## src/rtl/fmv_pkg.sv

```systemverilog
package fmv_pkg;

    typedef enum logic [1:0] {
        ST_IDLE  = 2'd0,
        ST_LOAD  = 2'd1,
        ST_WAIT  = 2'd2,
        ST_STORE = 2'd3
    } fmv_state_e;

    typedef struct packed {
        logic to_mem;
        logic predec;
    } fmv_mode_t;

    function automatic logic any_set8(input logic [7:0] v);
        return |v;
    endfunction

endpackage

```

## src/rtl/fmv_mask_src.sv

```systemverilog
module fmv_mask_src #(
    parameter int NUM_REGS = 8,
    parameter int DREG_CNT = 8,
    localparam int SEL_W   = $clog2(DREG_CNT)
) (
    input  logic                         dynamic_i,
    input  logic [SEL_W-1:0]             sel_i,
    input  logic [NUM_REGS-1:0]          static_i,
    input  logic [DREG_CNT*NUM_REGS-1:0] dreg_low_i,
    output logic [NUM_REGS-1:0]          mask_o,
    output logic                         nonzero_o
);
    logic [NUM_REGS-1:0] dbytes [DREG_CNT];

    for (genvar g = 0; g < DREG_CNT; g++) begin : g_unpack
        assign dbytes[g] = dreg_low_i[g*NUM_REGS +: NUM_REGS];
    end

    always_comb begin
        mask_o    = dynamic_i ? dbytes[sel_i] : static_i;
        nonzero_o = |mask_o;
    end
endmodule

```

## src/rtl/fmv_step_pick.sv

```systemverilog
module fmv_step_pick #(
    parameter int NUM_REGS = 8,
    localparam int IDX_W   = $clog2(NUM_REGS)
) (
    input  logic [NUM_REGS-1:0] pend_i,
    input  logic                predec_i,
    output logic                found_o,
    output logic [IDX_W-1:0]    bit_pos_o,
    output logic [IDX_W-1:0]    reg_idx_o,
    output logic [NUM_REGS-1:0] pend_next_o
);
    localparam logic [IDX_W-1:0] TOP = IDX_W'(NUM_REGS - 1);

    always_comb begin
        bit_pos_o = '0;
        found_o   = 1'b0;
        for (int i = 0; i < NUM_REGS; i++) begin
            if (pend_i[i]) begin
                bit_pos_o = IDX_W'(i);
                found_o   = 1'b1;
            end
        end
        reg_idx_o   = predec_i ? bit_pos_o : (TOP - bit_pos_o);
        pend_next_o = pend_i & ~(NUM_REGS'(1) << bit_pos_o);
    end
endmodule

```

## src/rtl/fmv_beat_buf.sv

```systemverilog
module fmv_beat_buf #(
    parameter int WORD_W = 32,
    parameter int BEATS  = 3,
    localparam int DW    = WORD_W * BEATS
) (
    input  logic          clk,
    input  logic          rst,
    input  logic          load_i,
    input  logic [DW-1:0] data_i,
    output logic [DW-1:0] data_o
);
    for (genvar b = 0; b < BEATS; b++) begin : g_beat
        logic [WORD_W-1:0] word_q;
        always_ff @(posedge clk) begin
            if (rst)         word_q <= '0;
            else if (load_i) word_q <= data_i[b*WORD_W +: WORD_W];
        end
        assign data_o[b*WORD_W +: WORD_W] = word_q;
    end
endmodule

```

## src/rtl/fpr_block_mover.sv

```systemverilog
module fpr_block_mover
    import fmv_pkg::*;
#(
    parameter int NUM_REGS = 8,
    parameter int DREG_CNT = 8,
    parameter int WORD_W   = 32,
    parameter int BEATS    = 3,
    localparam int IDX_W   = $clog2(NUM_REGS),
    localparam int SEL_W   = $clog2(DREG_CNT),
    localparam int DW      = WORD_W * BEATS
) (
    input  logic                         clk,
    input  logic                         rst,
    input  logic                         start_i,
    input  logic                         to_mem_i,
    input  logic                         predec_i,
    input  logic                         dynamic_i,
    input  logic [SEL_W-1:0]             dreg_sel_i,
    input  logic [NUM_REGS-1:0]          static_mask_i,
    input  logic [DREG_CNT*NUM_REGS-1:0] dreg_low_i,
    output logic [IDX_W-1:0]             rf_idx_o,
    output logic                         rf_rd_o,
    input  logic [DW-1:0]                rf_rdata_i,
    output logic                         rf_wr_o,
    output logic [DW-1:0]                rf_wdata_o,
    output logic                         mem_req_o,
    output logic                         mem_we_o,
    output logic [DW-1:0]                mem_wdata_o,
    input  logic [DW-1:0]                mem_rdata_i,
    input  logic                         mem_done_i,
    input  logic                         mem_fault_i,
    output logic                         busy_o,
    output logic                         done_o,
    output logic                         fault_o,
    output logic [IDX_W-1:0]             fault_idx_o
);
    fmv_state_e          state_q;
    fmv_mode_t           mode_q;
    logic [NUM_REGS-1:0] pend_q;

    logic [NUM_REGS-1:0] sel_mask;
    logic                sel_nonzero;
    logic                pick_found;
    logic [IDX_W-1:0]    pick_bit;
    logic [IDX_W-1:0]    pick_idx;
    logic [NUM_REGS-1:0] pend_next;
    logic                buf_load;
    logic [DW-1:0]       buf_in;
    logic [DW-1:0]       buf_q;

    fmv_mask_src #(.NUM_REGS(NUM_REGS), .DREG_CNT(DREG_CNT)) u_mask (
        .dynamic_i (dynamic_i),
        .sel_i     (dreg_sel_i),
        .static_i  (static_mask_i),
        .dreg_low_i(dreg_low_i),
        .mask_o    (sel_mask),
        .nonzero_o (sel_nonzero)
    );

    fmv_step_pick #(.NUM_REGS(NUM_REGS)) u_pick (
        .pend_i     (pend_q),
        .predec_i   (mode_q.predec),
        .found_o    (pick_found),
        .bit_pos_o  (pick_bit),
        .reg_idx_o  (pick_idx),
        .pend_next_o(pend_next)
    );

    // Register read fills the buffer in LOAD; memory read fills it on done.
    assign buf_load = (state_q == ST_LOAD) ||
                      (state_q == ST_WAIT && mem_done_i && !mem_fault_i && !mode_q.to_mem);
    assign buf_in   = (state_q == ST_LOAD) ? rf_rdata_i : mem_rdata_i;

    fmv_beat_buf #(.WORD_W(WORD_W), .BEATS(BEATS)) u_buf (
        .clk   (clk),
        .rst   (rst),
        .load_i(buf_load),
        .data_i(buf_in),
        .data_o(buf_q)
    );

    assign busy_o      = (state_q != ST_IDLE);
    assign rf_idx_o    = pick_idx;
    assign rf_rd_o     = (state_q == ST_LOAD);
    assign rf_wr_o     = (state_q == ST_STORE);
    assign rf_wdata_o  = buf_q;
    assign mem_req_o   = (state_q == ST_WAIT);
    assign mem_we_o    = (state_q == ST_WAIT) && mode_q.to_mem;
    assign mem_wdata_o = buf_q;

    always_ff @(posedge clk) begin
        if (rst) begin
            state_q     <= ST_IDLE;
            mode_q      <= '0;
            pend_q      <= '0;
            done_o      <= 1'b0;
            fault_o     <= 1'b0;
            fault_idx_o <= '0;
        end else begin
            done_o  <= 1'b0;
            fault_o <= 1'b0;
            unique case (state_q)
                ST_IDLE: begin
                    if (start_i) begin
                        if (sel_nonzero) begin
                            pend_q        <= sel_mask;
                            mode_q.to_mem <= to_mem_i;
                            mode_q.predec <= predec_i;
                            state_q       <= to_mem_i ? ST_LOAD : ST_WAIT;
                        end else begin
                            done_o <= 1'b1;
                        end
                    end
                end
                ST_LOAD: state_q <= ST_WAIT;
                ST_WAIT: begin
                    if (mem_fault_i) begin
                        state_q     <= ST_IDLE;
                        pend_q      <= '0;
                        done_o      <= 1'b1;
                        fault_o     <= 1'b1;
                        fault_idx_o <= pick_idx;
                    end else if (mem_done_i) begin
                        if (mode_q.to_mem) begin
                            pend_q <= pend_next;
                            if (|pend_next) begin
                                state_q <= ST_LOAD;
                            end else begin
                                state_q <= ST_IDLE;
                                done_o  <= 1'b1;
                            end
                        end else begin
                            state_q <= ST_STORE;
                        end
                    end
                end
                ST_STORE: begin
                    pend_q <= pend_next;
                    if (|pend_next) begin
                        state_q <= ST_WAIT;
                    end else begin
                        state_q <= ST_IDLE;
                        done_o  <= 1'b1;
                    end
                end
                default: state_q <= ST_IDLE;
            endcase
        end
    end


    accept_chk: assert property (@(posedge clk) disable iff (rst)
        (start_i && !busy_o && sel_nonzero) |=> busy_o);


    req_hold_chk: assert property (@(posedge clk) disable iff (rst)
        (mem_req_o && !mem_done_i && !mem_fault_i) |=>
            (mem_req_o && $stable(rf_idx_o) && $stable(mem_we_o) && $stable(mem_wdata_o)));


    fault_stop_chk: assert property (@(posedge clk) disable iff (rst)
        (mem_req_o && mem_fault_i) |=> (done_o && fault_o && !busy_o && !mem_req_o));


    dir_chk: assert property (@(posedge clk) disable iff (rst)
        rf_rd_o |=> (mem_req_o && mem_we_o));


    step_valid_chk: assert property (@(posedge clk) disable iff (rst)
        busy_o |-> pick_found);


    empty_chk: assert property (@(posedge clk) disable iff (rst)
        (start_i && !busy_o && !sel_nonzero) |=> (done_o && !busy_o && !fault_o));
endmodule

```

## config.mk

```make
export PLATFORM = sky130hd
export DESIGN_NAME = fpr_block_mover
export DESIGN_NICKNAME = d
export VERILOG_FILES = /design/src/rtl/fmv_pkg.sv /design/src/rtl/fmv_mask_src.sv /design/src/rtl/fmv_step_pick.sv /design/src/rtl/fmv_beat_buf.sv /design/src/rtl/fpr_block_mover.sv
export SDC_FILE = /design/constraint.sdc
export NUM_CORES = 1
export LEC_CHECK = 0
export ABC_AREA = 0
export BUFFER_PORTS_ARGS = -buffer_cell sky130_fd_sc_hd__buf_2
export CAP_MARGIN = 25
export CELL_PAD_IN_SITES_DETAIL_PLACEMENT = 1
export CELL_PAD_IN_SITES_GLOBAL_PLACEMENT = 1
export CORE_AREA = 8 8 180 182
export DETAILED_ROUTE_END_ITERATION = 10
export DIE_AREA = 0 0 188 190
export PLACE_DENSITY = 0.79
export REMOVE_ABC_BUFFERS = 1
export SLEW_MARGIN = 25
export SYNTH_ARGS = -nofsm -noshare
export SYNTH_HDL_FRONTEND = slang
export SYNTH_HIERARCHICAL = 1
export SYNTH_SLANG_ARGS = --single-unit
```

## constraint.sdc

```tcl
create_clock -name clk -period 2.2 [get_ports clk]
set_clock_uncertainty 0.15 [all_clocks]
set_input_delay 0.22 -clock clk [delete_from_list [all_inputs] [get_ports clk]]
set_output_delay 0.22 -clock clk [all_outputs]
set_load 0.01 [all_outputs]
```

==> results of run 1 <==
## worst register-to-register path: cells and delay by family (launching register included)
kind            cells  cell delay [ns]
simple gates        3             0.52
compound gates      3             1.00
flops               1             0.39
## layer usage
metal,vias to the layer above,global-route usage (%)
li1,3164,-
met1,3195,15.9
met2,304,29.5
met3,26,4.87
met4,0,5.30
met5,-,0
## through the flow
| stage | power, mW | util, % | setup TNS [ns] | cells |
|---|---|---|---|---|
| 2_1_floorplan | 3.66 | - | -540.87 | 554 |
| 6_report | 7.93 | 34.7 | -0.599 | 1521 |
| 5_1_grt | 8.34 | 34.7 | -1.62 | 1521 |
| 3_5_place_dp | 4.73 | 31.2 | -7.39 | 1465 |
| 4_1_cts | 8.01 | 34.3 | -0.00685 | 1518 |
| 3_3_place_gp | 4.66 | 31.2 | -6.84 | 1465 |
## registers in the layout, summed over array words and instances (netlist names)
name / flops
state_q: 2
done_o: 1
mode_q: 2
fault_idx_o: 3
pend_q: 8
u_buf/g_beat.word_q: 96
fault_o: 1
## power by group through the flow
stage	Sequential, mW	Combinational [mW]	Clock, mW
CTS	2.42	2.36	3.23
finish	2.42	2.39	3.12
detailed placement	2.46	2.27	0
global placement	2.45	2.21	0
global route	2.45	2.57	3.31
floorplan	2.60	1.05	0
## timing repair
action                                  4_1_cts  5_1_grt
hold buffers                                  9        0
endpoints found under the setup margin       15       15
pin swaps                                    11       13
hold endpoints to repair                      9        0
resized for setup                            27       22
buffers inserted                             11        3
gates cloned                                  1        0
## layout make-up
cell class              count  share of cell area, %
repair buffers            544                   29.6
inverters                   5                  0.221
multi-input cells         437                   36.7
clock inverters            13                   2.05
well taps                 390                   4.79
clock buffers              19                   4.34
flip-flops and latches    113                   22.2
## final timing paths
path                  start                          to  slack (ns)  depth (start not counted)
max           dreg_sel_i[0]                      done_o       -0.09                         14
min          rf_rdata_i[85]  u_buf/g_beat[2].word_q[21]        0.02                          4
max reg2reg       pend_q[5]                      done_o        0.08                          6
min reg2reg  fault_idx_o[0]              fault_idx_o[0]        0.31                          2
==> results.sh, run 1 <==
export IMPL_status="finished, violations left"
export IMPL_failed_checks="negative setup slack"
export IMPL_power_frac_clock_pct=39.3
export IMPL_cp_end_kind="flop"
export IMPL_cp_max_fo=6
export IMPL_critical_path_arrival_ns=2.49
export IMPL_clock_sinks=113
export IMPL_fillers=3521
export IMPL_route_detailed_drc=0
export IMPL_port_buffers=479
export IMPL_whs_ns=0.0192
export IMPL_synthToLayoutAreaGrowth_pct=46.2
export IMPL_nets=1393
export IMPL_pwr_share_comb_pct=30.1
export IMPL_slew_viol_final=0
export IMPL_crit_top_cell="buf_6"
export IMPL_critical_path_top_delay_family="multiplexers"
export IMPL_path_cells="buf_12 > buf_8 > buf_6 > mux4_2 > mux2i_1 > a21oi_2 > nor4_2 > nand2_2 > buf_4 > buf_6 > nor2_2 > a22oi_2 > o32a_1 > nor2_1"
export IMPL_setup_slack_ns=-0.0924
export IMPL_vias=6689
export IMPL_grt_pass1_vias=7539
export IMPL_grt_usage_pct=15.6
export IMPL_setup_viol_count_final=11
export IMPL_drt_initial_drc_count=139
export IMPL_cts_max_level=4
export IMPL_cap_violations=0
export IMPL_firstDrtPassIters=4
export IMPL_die_h_um=190
export IMPL_p_sw_share_pct=30.8
export IMPL_cts_root_buf="clkbuf_16"
export IMPL_powerDensity_nw_per_um2=778
export IMPL_register_area_um2=2260
export IMPL_avgSynthCellArea_um2=9.98
export IMPL_yosys_warnings=6
export IMPL_ir_drop_mv=0.406
export IMPL_required_ns=2.40
export IMPL_cts_buffer_depth=2
export IMPL_die_w_um=188
export IMPL_die_area_um2=35700
export IMPL_insertion_delay_ns=0.41
export IMPL_grt_max_degree=58
export IMPL_critPathSlowestCell="mux4_2"
export IMPL_p_leak_nw=4.97
export IMPL_power_frac_seq_pct=30.6
export IMPL_crit_buf_inv=5
export IMPL_routedWlPerCell_um=19.3
export IMPL_grt_pass1_wl_um=43900
export IMPL_rsz0062_at_grt="yes"
export IMPL_syn_cell_area_um2=6970
export IMPL_cp_start_kind="input pin"
export IMPL_hold_path_class="in2reg"
export IMPL_io_pins=480
export IMPL_placed_area_um2=9180
export IMPL_synthCells=699
export IMPL_multiInputGateArea_um2=3750
export IMPL_power_switching_mw=2.44
export IMPL_hpwl_um=23900
export IMPL_gr_total_overflow=0
export IMPL_cts_tree="built"
export IMPL_wl_met3_um=1900
export IMPL_pre_cts_ws_ns=-0.663
export IMPL_wl_met2_um=15900
export IMPL_num_rows=63
export IMPL_clk_pin_slew_ns=0.06
export IMPL_gp_congestion=0.812
export IMPL_wl_um=29400
export IMPL_slowest_delay_ns=0.49
export IMPL_highest_layer="met4"
export IMPL_numCtsBuffers=17
export IMPL_final_cell_mix="buf_2 (476), nor2_1 (119), dfxtp_1 (111)"
export IMPL_min_period_ns=2.29
export IMPL_min_period_over_period_pct=104
export IMPL_via_per_inst=4.40
export IMPL_drive_above_1_share_pct=61.3
export IMPL_worstSetupPathType="in2reg"
export IMPL_antenna_found_initial=0
export IMPL_core_area_um2=29400
export IMPL_p_int_mw=5.49
export IMPL_hold_viol_final=0
export IMPL_ant_nets=0
export IMPL_wl_met1_um=11000
export IMPL_start_util_pct=23.7
export IMPL_fmax_mhz=436
export IMPL_mostFrequentLayoutCell="buf_2"
export IMPL_antennaDiodeCount=0
export IMPL_fin_area_um2=10200
Power figures use the tool's default switching activity.
==> inputs of run 2 (changes only) <==
==> constraint.sdc (replaced) <==
create_clock -name clk -period 2.2 [get_ports clk]
set_clock_uncertainty 0.15 [all_clocks]
set_input_delay 0.22 -clock clk [delete_from_list [all_inputs] [get_ports clk]]
set_output_delay 0.22 -clock clk [all_outputs]
set_load 0.02 [all_outputs]
==> run 2 against run 1 <==
Effect of this change: the run still ends with negative setup slack left; largest cell class unchanged; cell area up 0.17%; register-to-register slack is essentially flat; critical path depth did not move; hold slack better by 0.0010 ns; sequential share of layout area about the same; critical path type unchanged; largest power group unchanged.
==> results.sh, run 2 (synthesis results as in run 1) <==
export IMPL_numCtsBuffers=17
export IMPL_fillers=3521
export IMPL_die_w_um=188
export IMPL_status="finished, violations left"
export IMPL_regMostFlops="u_buf/g_beat.word_q"
export IMPL_cp_end_kind="flop"
export IMPL_cp_start_kind="input pin"
export IMPL_fin_tns_setup_ns=-0.603
export IMPL_r2r_start="pend_q[5]"
export IMPL_hpwl_um=23900
export IMPL_timing_rr_end="done_o"
export IMPL_cts_tree="built"
export IMPL_drt_initial_drc_count=162
export IMPL_reg2reg_slack_ns=0.08
export IMPL_vias=6718
export IMPL_worstSetupPathType="in2reg"
export IMPL_setup_worst_path_start="dreg_sel_i[0]"
export IMPL_slew_viol_final=0
export IMPL_cts_buffer_depth=2
export IMPL_insertion_delay_ns=0.41
export IMPL_top_regs="u_buf/g_beat.word_q x96, pend_q x8, fault_idx_o x3"
export IMPL_route_detailed_drc=0
export IMPL_antenna_found_initial=0
export IMPL_cap_violations=0
export IMPL_gp_congestion=0.812
export IMPL_required_ns=2.40
export IMPL_wl_um=29500
export IMPL_utilization_pct=34.7
export IMPL_port_buffers=479
export IMPL_cts_root_buf="clkbuf_16"
export IMPL_rsz0062_at_grt="yes"
export IMPL_die_area_um2=35700
export IMPL_ant_nets=0
export IMPL_totalPowerFinal_mw=8.22
export IMPL_routedWlPerCell_um=19.3
export IMPL_nets=1395
export IMPL_start_util_pct=23.7
export IMPL_setup_slack_ns=-0.0941
export IMPL_die_h_um=190
export IMPL_holdPathEnd="u_buf/g_beat[2].word_q[21]"
export IMPL_clock_sinks=113
export IMPL_synthToLayoutAreaGrowth_pct=46.4
export IMPL_cts_max_level=4
export IMPL_hold_viol_final=0
export IMPL_grt_pass1_wl_um=44000
export IMPL_firstDrtPassIters=4
export IMPL_rr_worst_depth=6
export IMPL_gr_total_overflow=0
export IMPL_grt_pass1_vias=7566
export IMPL_via_per_inst=4.41
export IMPL_ir_drop_mv=0.408
export IMPL_grt_usage_pct=15.6
export IMPL_largest_reg_flops=96
export IMPL_powerDensity_nw_per_um2=805
export IMPL_cp_max_fo=6
export IMPL_core_area_um2=29400
export IMPL_holdPathStages=4
export IMPL_failed_checks="negative setup slack"
export IMPL_hp_start="rf_rdata_i[85]"
export IMPL_final_cell_mix="buf_2 (475), nor2_1 (119), dfxtp_1 (111)"
export IMPL_grt_max_degree=58
export IMPL_antennaDiodeCount=0
export IMPL_min_period_ns=2.29
export IMPL_setup_viol_count_final=11
export IMPL_mostFrequentLayoutCell="buf_2"
export IMPL_clk_pin_slew_ns=0.06
export IMPL_fmax_mhz=436
export IMPL_num_rows=63
export IMPL_drive_above_1_share_pct=61.3
export IMPL_min_period_over_period_pct=104
export IMPL_hold_path_class="in2reg"
export IMPL_p_leak_nw=4.98
export IMPL_critical_path_arrival_ns=2.49
export IMPL_io_pins=480
-- run 2: layout make-up --
| class | count | area, um2 | share of cell area [%] |
|---|---|---|---|
| Clock buffer | 19 | 443 | 4.34 |
| Clock inverter | 13 | 209 | 2.05 |
| Inverter | 5 | 22.5 | 0.221 |
| Multi-Input combinational cell | 437 | 3750 | 36.7 |
| Sequential cell | 113 | 2260 | 22.2 |
| Tap cell | 390 | 488 | 4.78 |
| Timing Repair Buffer | 546 | 3040 | 29.8 |
-- run 2: power breakdown --
group / internal [mW] / switching [mW]
clock network: 2.04 / 1.07
registers: 2.25 / 0.176
logic: 1.22 / 1.46
total: 5.51 / 2.71
-- run 2: worst max path at each step --
stage / depth (start not counted) / to / slack [ns]
2_1_floorplan: 4 / u_buf/g_beat[0].word_q[0] / -5.74
3_3_place_gp: 10 / pend_q[3] / -0.57
3_5_place_dp: 11 / pend_q[0] / -0.66
4_1_cts: 11 / pend_q[1] / -0.004
5_1_grt: 11 / pend_q[1] / -0.18
6_report: 14 / done_o / -0.09
-- run 2: timing repair --
| item | CTS | global route |
|---|---|---|
| hold buffers | 9 | 0 |
| pin swaps | 13 | 11 |
| buffers inserted | 13 | 3 |
| gates cloned | 1 | 0 |
| endpoints found under the setup margin | 17 | 15 |
| resized for setup | 27 | 23 |
| hold endpoints to repair | 9 | 0 |
-- run 2: critical path, stage by stage --
cell and delay [ns]:
buf_12 0.10, buf_8 0.12, buf_6 0.12, mux4_2 0.49, mux2i_1 0.20, a21oi_2 0.10, nor4_2 0.33, nand2_2 0.10
buf_4 0.15, buf_6 0.11, nor2_2 0.08, a22oi_2 0.08, o32a_1 0.18, nor2_1 0.09
-- run 2: through the flow --
stage	hold WS (ns)	cells	area, um2	setup slack [ns]
5_1_grt	0.0185	1523	10200	-0.176
4_1_cts	0.000629	1520	10100	-0.00379
3_5_place_dp	0.306	1465	9180	-0.663
6_report	0.0202	1523	10200	-0.0941
2_1_floorplan	0.139	554	5890	-5.74
3_3_place_gp	0.293	1465	9180	-0.573
-- run 2: per-layer routing --
layer	GRT usage [%]	vias to the layer above	wire (um)
met5	0	-	0
met1	15.9	3210	11000
met4	5.33	0	655
met2	29.5	311	15900
met3	4.94	31	1920
li1	-	3166	-
